`src/rtl/bpv_pkg.sv`:
```
package bpv_pkg;
  localparam int NUM_TBL = 3;
  localparam int CNT_W = 2;

  typedef struct packed {
    logic upd;
    logic updTaken;
  } bpvStrobe_t;
endpackage

```
`src/rtl/bpv_tables.sv`:
```
module bpv_tables
  import bpv_pkg::*;
#(
  parameter int IDX_W = 8
) (
  input  logic                            clk,
  input  logic                            rstN,
  input  bpvStrobe_t                      st,
  input  logic [NUM_TBL-1:0][IDX_W-1:0]   rdIdx,
  input  logic [NUM_TBL-1:0][IDX_W-1:0]   wrIdx,
  output logic [NUM_TBL-1:0]              voteBits
);
  localparam int DEPTH = 1 << IDX_W;
  localparam logic [CNT_W-1:0] CNT_MAX = '1;
  localparam logic [CNT_W-1:0] CNT_RST = CNT_W'((1 << (CNT_W - 1)) - 1);

  for (genvar t = 0; t < NUM_TBL; t++) begin : g_tbl
    logic [CNT_W-1:0] ctr [DEPTH];
    logic [CNT_W-1:0] cur;
    logic [CNT_W-1:0] nxt;

    assign cur = ctr[wrIdx[t]];

    always_comb begin
      nxt = cur;
      if (st.updTaken) begin
        if (cur != CNT_MAX) nxt = cur + 1'b1;
      end else begin
        if (cur != '0) nxt = cur - 1'b1;
      end
    end

    always_ff @(posedge clk) begin
      if (!rstN) begin
        for (int i = 0; i < DEPTH; i++) ctr[i] <= CNT_RST;
      end else if (st.upd) begin
        ctr[wrIdx[t]] <= nxt;
      end
    end

    // Old value is read even when a write targets the same entry
    assign voteBits[t] = ctr[rdIdx[t]][CNT_W-1];

    always_comb begin
      if (rstN && st.upd) begin
        a_r8_step: assert (st.updTaken ? (nxt == cur + 1'b1 || cur == CNT_MAX)
                                       : (nxt == cur - 1'b1 || cur == '0));
        a_r8_sat: assert (!(cur == CNT_MAX && st.updTaken) || nxt == CNT_MAX);
      end
    end
  end
endmodule

```
`src/rtl/bpv_ctrl.sv`:
```
module bpv_ctrl
  import bpv_pkg::*;
#(
  parameter int PC_W  = 32,
  parameter int IDX_W = 8
) (
  input  logic                            clk,
  input  logic                            rstN,
  input  logic                            lookupValid,
  input  logic [PC_W-1:0]                 lookupPc,
  input  logic                            resolveValid,
  input  logic                            resolveTaken,
  input  logic                            resolveMispredict,
  input  logic [NUM_TBL-1:0][IDX_W-1:0]   resolveIdx,
  input  logic [IDX_W-1:0]                resolveHist,
  input  logic [NUM_TBL-1:0]              voteBits,
  output bpvStrobe_t                      st,
  output logic [NUM_TBL-1:0][IDX_W-1:0]   rdIdx,
  output logic [NUM_TBL-1:0][IDX_W-1:0]   wrIdx,
  output logic                            predValid,
  output logic                            predTaken,
  output logic [NUM_TBL-1:0][IDX_W-1:0]   predIdx,
  output logic [IDX_W-1:0]                predHist
);
  localparam int HALF = IDX_W / 2;

  logic [IDX_W-1:0] hist;
  logic [IDX_W-1:0] pcIdx;
  logic             maj;
  logic             restore;
  logic             unusedPc;

  assign pcIdx    = lookupPc[IDX_W+1:2];
  assign unusedPc = ^{lookupPc[PC_W-1:IDX_W+2], lookupPc[1:0]};

  assign rdIdx[0] = pcIdx;
  assign rdIdx[1] = pcIdx ^ hist;
  assign rdIdx[2] = pcIdx ^ {hist[HALF-1:0], hist[IDX_W-1:HALF]};

  assign maj = (voteBits[0] & voteBits[1]) | (voteBits[0] & voteBits[2]) |
               (voteBits[1] & voteBits[2]);

  assign restore     = resolveValid && resolveMispredict;
  assign st.upd      = resolveValid;
  assign st.updTaken = resolveTaken;
  assign wrIdx       = resolveIdx;

  always_ff @(posedge clk) begin
    if (!rstN) begin
      hist      <= '0;
      predValid <= 1'b0;
      predTaken <= 1'b0;
      predIdx   <= '0;
      predHist  <= '0;
    end else begin
      predValid <= lookupValid;
      if (lookupValid) begin
        predTaken <= maj;
        predIdx   <= rdIdx;
        predHist  <= hist;
      end
      if (restore) hist <= {resolveHist[IDX_W-2:0], resolveTaken};
      else if (lookupValid) hist <= {hist[IDX_W-2:0], maj};
    end
  end

  a_r2_valid_follows: assert property (@(posedge clk) disable iff (!rstN)
    lookupValid |=> predValid);
  a_r2_idle_low: assert property (@(posedge clk) disable iff (!rstN)
    !lookupValid |=> !predValid);
  a_r3_vote: assert property (@(posedge clk) disable iff (!rstN)
    lookupValid |=> (predTaken == ($countones($past(voteBits)) >= 2)));
  a_r5_shift_in: assert property (@(posedge clk) disable iff (!rstN)
    (lookupValid && !restore) |=> (hist[0] == predTaken));
  a_r6_restore: assert property (@(posedge clk) disable iff (!rstN)
    restore |=> (hist == {$past(resolveHist[IDX_W-2:0]), $past(resolveTaken)}));
  a_r7_hold: assert property (@(posedge clk) disable iff (!rstN)
    (!lookupValid && !restore) |=> $stable(hist));
endmodule

```
`src/rtl/vote_branch_predictor.sv`:
```
module vote_branch_predictor
  import bpv_pkg::*;
#(
  parameter int PC_W  = 32,
  parameter int IDX_W = 8
) (
  input  logic                       clk,
  input  logic                       rstN,
  input  logic                       lookupValid,
  input  logic [PC_W-1:0]            lookupPc,
  input  logic                       resolveValid,
  input  logic                       resolveTaken,
  input  logic                       resolveMispredict,
  input  logic [NUM_TBL*IDX_W-1:0]   resolveIdx,
  input  logic [IDX_W-1:0]           resolveHist,
  output logic                       predValid,
  output logic                       predTaken,
  output logic [NUM_TBL*IDX_W-1:0]   predIdx,
  output logic [IDX_W-1:0]           predHist
);
  bpvStrobe_t                     st;
  logic [NUM_TBL-1:0][IDX_W-1:0]  rdIdx;
  logic [NUM_TBL-1:0][IDX_W-1:0]  wrIdx;
  logic [NUM_TBL-1:0][IDX_W-1:0]  resIdxP;
  logic [NUM_TBL-1:0][IDX_W-1:0]  predIdxP;
  logic [NUM_TBL-1:0]             voteBits;

  assign resIdxP = resolveIdx;
  assign predIdx = predIdxP;

  bpv_ctrl #(.PC_W(PC_W), .IDX_W(IDX_W)) i_ctrl (
    .clk(clk), .rstN(rstN),
    .lookupValid(lookupValid), .lookupPc(lookupPc),
    .resolveValid(resolveValid), .resolveTaken(resolveTaken),
    .resolveMispredict(resolveMispredict), .resolveIdx(resIdxP),
    .resolveHist(resolveHist), .voteBits(voteBits),
    .st(st), .rdIdx(rdIdx), .wrIdx(wrIdx),
    .predValid(predValid), .predTaken(predTaken),
    .predIdx(predIdxP), .predHist(predHist)
  );

  bpv_tables #(.IDX_W(IDX_W)) i_tables (
    .clk(clk), .rstN(rstN), .st(st),
    .rdIdx(rdIdx), .wrIdx(wrIdx), .voteBits(voteBits)
  );
endmodule

```
`config.mk`:
```
export PLATFORM = sky130hd
export DESIGN_NAME = vote_branch_predictor
export DESIGN_NICKNAME = d
export VERILOG_FILES = /design/src/rtl/bpv_pkg.sv /design/src/rtl/bpv_tables.sv /design/src/rtl/bpv_ctrl.sv /design/src/rtl/vote_branch_predictor.sv
export SDC_FILE = /design/constraint.sdc
export NUM_CORES = 2
export LEC_CHECK = 0
export BUFFER_PORTS_ARGS = -buffer_cell sky130_fd_sc_hd__buf_2
export CORE_MARGIN = 1.5
export CORE_UTILIZATION = 45
export CTS_CLUSTER_DIAMETER = 80
export DETAILED_ROUTE_END_ITERATION = 6
export PLACE_DENSITY = 0.59
export SLEW_MARGIN = 20
export SYNTH_ARGS = -nofsm -noshare
export SYNTH_HDL_FRONTEND = slang
export SYNTH_SLANG_ARGS = --single-unit
```
`constraint.sdc`:
```
create_clock -name clk -period 12.3 [get_ports clk]
set_clock_uncertainty 0.05 [all_clocks]
set_input_delay 2.46 -clock clk [delete_from_list [all_inputs] [get_ports clk]]
set_output_delay 2.46 -clock clk [all_outputs]
set_load 0.1 [all_outputs]
```
; ---- Word-level counts from Yosys, hierarchy flattened
; Memories as Yosys holds them, arrays and structs flattened.
; Cells that the tools add are included.
[word_totals]
inputBits = 70
elab_cells = 58
ff_bits = 42
ramBits = 1536
out_inout_bits = 34
mem_count = 3
[mem_list]
columns = memory, words, word_bits, read_ports, rd_clocked_by_memory_dff, wr, line_no
row1 = i_tables.g_tbl[0].ctr, 256, 2, 2, 0, 256, bpv_tables.sv:18  ; logic [CNT_W-1:0] ctr [DEPTH];
row2 = i_tables.g_tbl[1].ctr, 256, 2, 2, 0, 256, bpv_tables.sv:18
row3 = i_tables.g_tbl[2].ctr, 256, 2, 2, 0, 256, bpv_tables.sv:18
[classes]
n_mux = 24
eq_ne = 3
bitwise_logic = 7
n_addsub = 6
reduce_logical = 8
[ops]
columns = cell, count
row1 = 8-bit two-way mux, 5
row2 = 2-bit two-way mux, 12
row3 = 8-bit bitwise XOR, 2
row4 = 2-bit nonzero test, 4
row5 = 1-bit two-way mux, 7
row6 = 2-bit by 1-bit adder with 2-bit output (second input constant), 3
row7 = 2-bit inequality test (second input constant), 3
row8 = 2-bit OR reduction, 3
row9 = 2-bit by 1-bit subtractor with 2-bit output (second input constant), 3
row10 = 1-bit bitwise AND, 3
row11 = 1-bit OR, 2
row12 = 1-bit logical AND, 1

; ---- Depth between registers and ports, before layout
; An unclocked memory read counts as a cell.
[logic_depth]
ltp_word = 7
depth_mapped = 15
mapped_depth_nobuf = 9

; ---- Hierarchy
; From an unflattened synthesis, not the netlist that was laid out.
[unflattened]
hier_cells = 6285
area_unflattened_um2 = 82236.4
[modules_own_cells]
columns = mod, area_per_inst_um2, cells_per_inst, instances, seq_area_each_um2
row1 = bpv_tables, 80191.9, 6089, 1, 46124.2
row2 = bpv_ctrl, 2044.5, 196, 1, 840.8

; ---- Worst setup path after synthesis
; Ideal clock, no wire load.
[synth_timing]
kind = input to register
from = input port resolveIdx[17]
to = memory i_tables.g_tbl[2].ctr[10][0] (data pin)
required_ns = 11.951
path_stages = 13
arrival_ns = 5.534
n_path_buf = 6
setup_slack_ns = 6.417
cell_sequence = buf_2 -> buf_2 -> clkbuf_1 -> buf_1 -> mux4_2 -> mux4_2 -> a22oi_1 -> nand3_1 -> a211oi_2 -> maj3_2 -> buf_2 -> buf_2 -> nand3_1
[synth_lines]
columns = element, line_no
row1 = start: declaration, vote_branch_predictor.sv:14  ; input logic [NUM_TBL*IDX_W-1:0] resolveIdx,
row2 = end: declaration, bpv_tables.sv:18

==> out/qor.yml <==
outcome:
  status: "complete, no violations"
synth:
  avgSynthCellArea_um2: 13.17
  yosysSeqAreaShare_pct: 57.31
  yosys_warnings: 0
  synthCells: 6224
  syn-cell-area_um2: 81950
  yosysUniqueCellTypes: 56
  synthesis.nets: 6294
  ys.flop_type: "edfxtp_1"
  yosys_register_bits: 1578
  synth_edf_count: 1536
  async_reset_ff_share_pct: 0
global_routing:
  grt_pass1_wl_um: 392600
  antenna_found_initial: 5
  first_global_vias: 56770
  gr-total-overflow: 0
  grtUsageTotal_pct: 29.11
  grt_max_degree: 213
cts:
  clock_latency_ns: 0.83
  ctsResizeCount: 0
  tritoncts: "done"
  htreeDepth: 4
  cts.clk_slew.worst_paths_ns: 0.06
  cts_hold_buf: 0
  cts-buffers-inserted: 173
  cts_setup_buffers: 0
  clk_path_buf_depth: 3
  cts-root-buf: "clkbuf_16"
  clock-sinks: 1578
placement:
  numPortBuffers: 78
  placed_cell_area_um2: 83850
  dp_slack_ns: 3.998
  routabilityCongestion: 0.8748
  dp_hpwl_um: 155500
routing:
  totalWireLength_um: 272500
  via_count: 57850
  first_iter_violations: 8673
  routed_via_density: 6.944
  drcViolationCount: 0
  drt-pass1-iter-count: 6
  drtAntennaViolNets: 0
  detail_route.wl_per_cell_um: 32.71
timing:
  worst_pin_slew_ns: 1.397
  setup_tns_ns: 0
  min_period_ns: 7.550
  hold_viol_final: 0
  worst_slack_ns: 4.750
  maxSlewHeadroom_pct: 6.865
  setup_viol: 0
  fin_crit_sh_pct: 61.38
  fmax_mhz: 132.4
  slew_viol_final: 0
  rsz0062_at_grt: "false"
flow_run:
  drv_cap: 0
final_layout:
  design_area_um2: 89250
  fillers: 15510
  area_growth_pct: 8.910
  final_nets: 5883
  drive_above_1_share_pct: 21.99
floorplanning:
  start_util_pct: 45.34
  ios: 104
  fp.dieH_um: 429.8
  die_w_um: 429.8
  core_um2: 180700
  die_area_um2: 184700
  core.rowCount: 156
setup_path:
  worstPathArrival_ns: 7.99
  crit_type: "input port to flop"
  crit_required_ns: 12.74
  end_kind: "flop"
  start_kind: "input port"
  path_max_fanout: 181
hold_path:
  min_path_type: "flop to flop"
power_and_ir_drop:
  max-vdd-ir-drop_v: 0.0001147
  pwr_density_cell_nw_per_um2: 142.8
  total_leakage_power_nw: 24.56
-- cell usage after synthesis, types with 35 or more instances --
cell,count,area share (%)
a22oi_1,50,0.46
buf_1,39,0.18
buf_2,194,1.2
clkbuf_1,576,2.6
dfxtp_1,42,1.0
edfxtp_1,1536,56
mux2_2,35,0.48
mux4_2,678,19
nand2_1,267,1.2
nand3_1,814,5.0
nor2_1,179,0.82
nor3_1,763,4.7
o21ai_0,730,4.5
-- report_power, final --
group,switching [mW],internal (mW)
logic,1.20,0.492
registers,0.0601,6.00
clock network,2.21,2.79
total,3.47,9.28
-- flip-flops by register name (all words and copies together) (netlist names) --
name / count
i_ctrl.hist: 8
i_ctrl.predHist: 8
i_ctrl.predIdx: 24
i_ctrl.predTaken: 1
i_ctrl.predValid: 1
i_tables.g_tbl.ctr: 1536
-- worst paths after layout --
check | startpoint | to | slack, ns | cells after the start
max reg2reg | i_tables.g_tbl[1].ctr[79][1] | i_tables.g_tbl[1].ctr[52][0] | 7.20 | 9
max | resolveIdx[8] | i_tables.g_tbl[1].ctr[52][0] | 4.75 | 9
min | i_ctrl.predIdx[19] | i_ctrl.predIdx[19] | 0.42 | 1
min reg2reg | i_ctrl.predIdx[19] | i_ctrl.predIdx[19] | 0.42 | 1
-- worst max-delay path, cell delays in order --
cell and delay [ns]:
buf_8 0.43, buf_12 0.53, mux4_2 0.62, mux4_2 0.50, mux4_2 0.56, a221oi_1 0.62
maj3_4 0.97, buf_12 0.73, nand3_1 0.15
-- cells in the final DEF, fill, tap and decap left out, drive strengths merged, types with 14 or more instances in the layout --
| cell | instances |
|---|---|
| nand2 | 267 |
| o211a | 14 |
| clkinv | 73 |
| o22ai | 14 |
| a31oi | 14 |
| a22oi | 50 |
| xnor2 | 14 |
| mux2i | 32 |
| nor2b | 33 |
| buf | 263 |
| nand3 | 814 |
| o21ai | 730 |
| nor3 | 763 |
| mux2 | 35 |
| mux4 | 678 |
| dfxtp | 42 |
| clkbuf | 228 |
| edfxtp | 1536 |
| nand2b | 33 |
| nor2 | 179 |
-- per-stage QoR --
step	instances	power (mW)	utilization, %	hold slack, ns
floorplan	6224	7.308	-	0.4620
CTS	8321	12.75	49.32	0.4273
global route	8325	13.03	49.37	0.4352
finish	8330	12.74	49.38	0.4223
detailed placement	8007	7.829	46.39	0.4126
global placement	8007	7.807	46.38	0.4081
-- metal layers --
| metal | GRT usage, % | vias up | part of all wire (%) | wire length (um) |
|---|---|---|---|---|
| met5 | 0 | - | 0 | 0 |
| met3 | 5.690 | 766 | 11 | 29440 |
| met4 | 14.99 | 0 | 5.8 | 15780 |
| met1 | 38.68 | 29770 | 37 | 99900 |
| met2 | 45.64 | 3585 | 47 | 127400 |
| li1 | - | 23720 | - | - |
-- logic make-up after synthesis --
kind of cell / count (synthesis) / synth area share, %
xor+xnor: 26 / 0.2779
fa+ha+maj: 6 / 0.07939
buf+inv: 853 / 4.432
simple gates: 2125 / 12.45
mux: 745 / 19.50
compound gates: 891 / 5.945
flops: 1578 / 57.31
-- layout make-up --
type                            count  area, um^2  area share (%)
Tap cell                         2370        2965           3.322
Inverter                            4       15.01         0.01682
Clock buffer                      228        4619           5.176
Timing Repair Buffer              263        1984           2.223
Multi-Input combinational cell   3793       32000           35.85
Antenna cell                        8       20.02         0.02243
Sequential cell                  1578       46970           52.62
Clock inverter                     86       684.4          0.7668
Power figures use the tool's default switching activity.
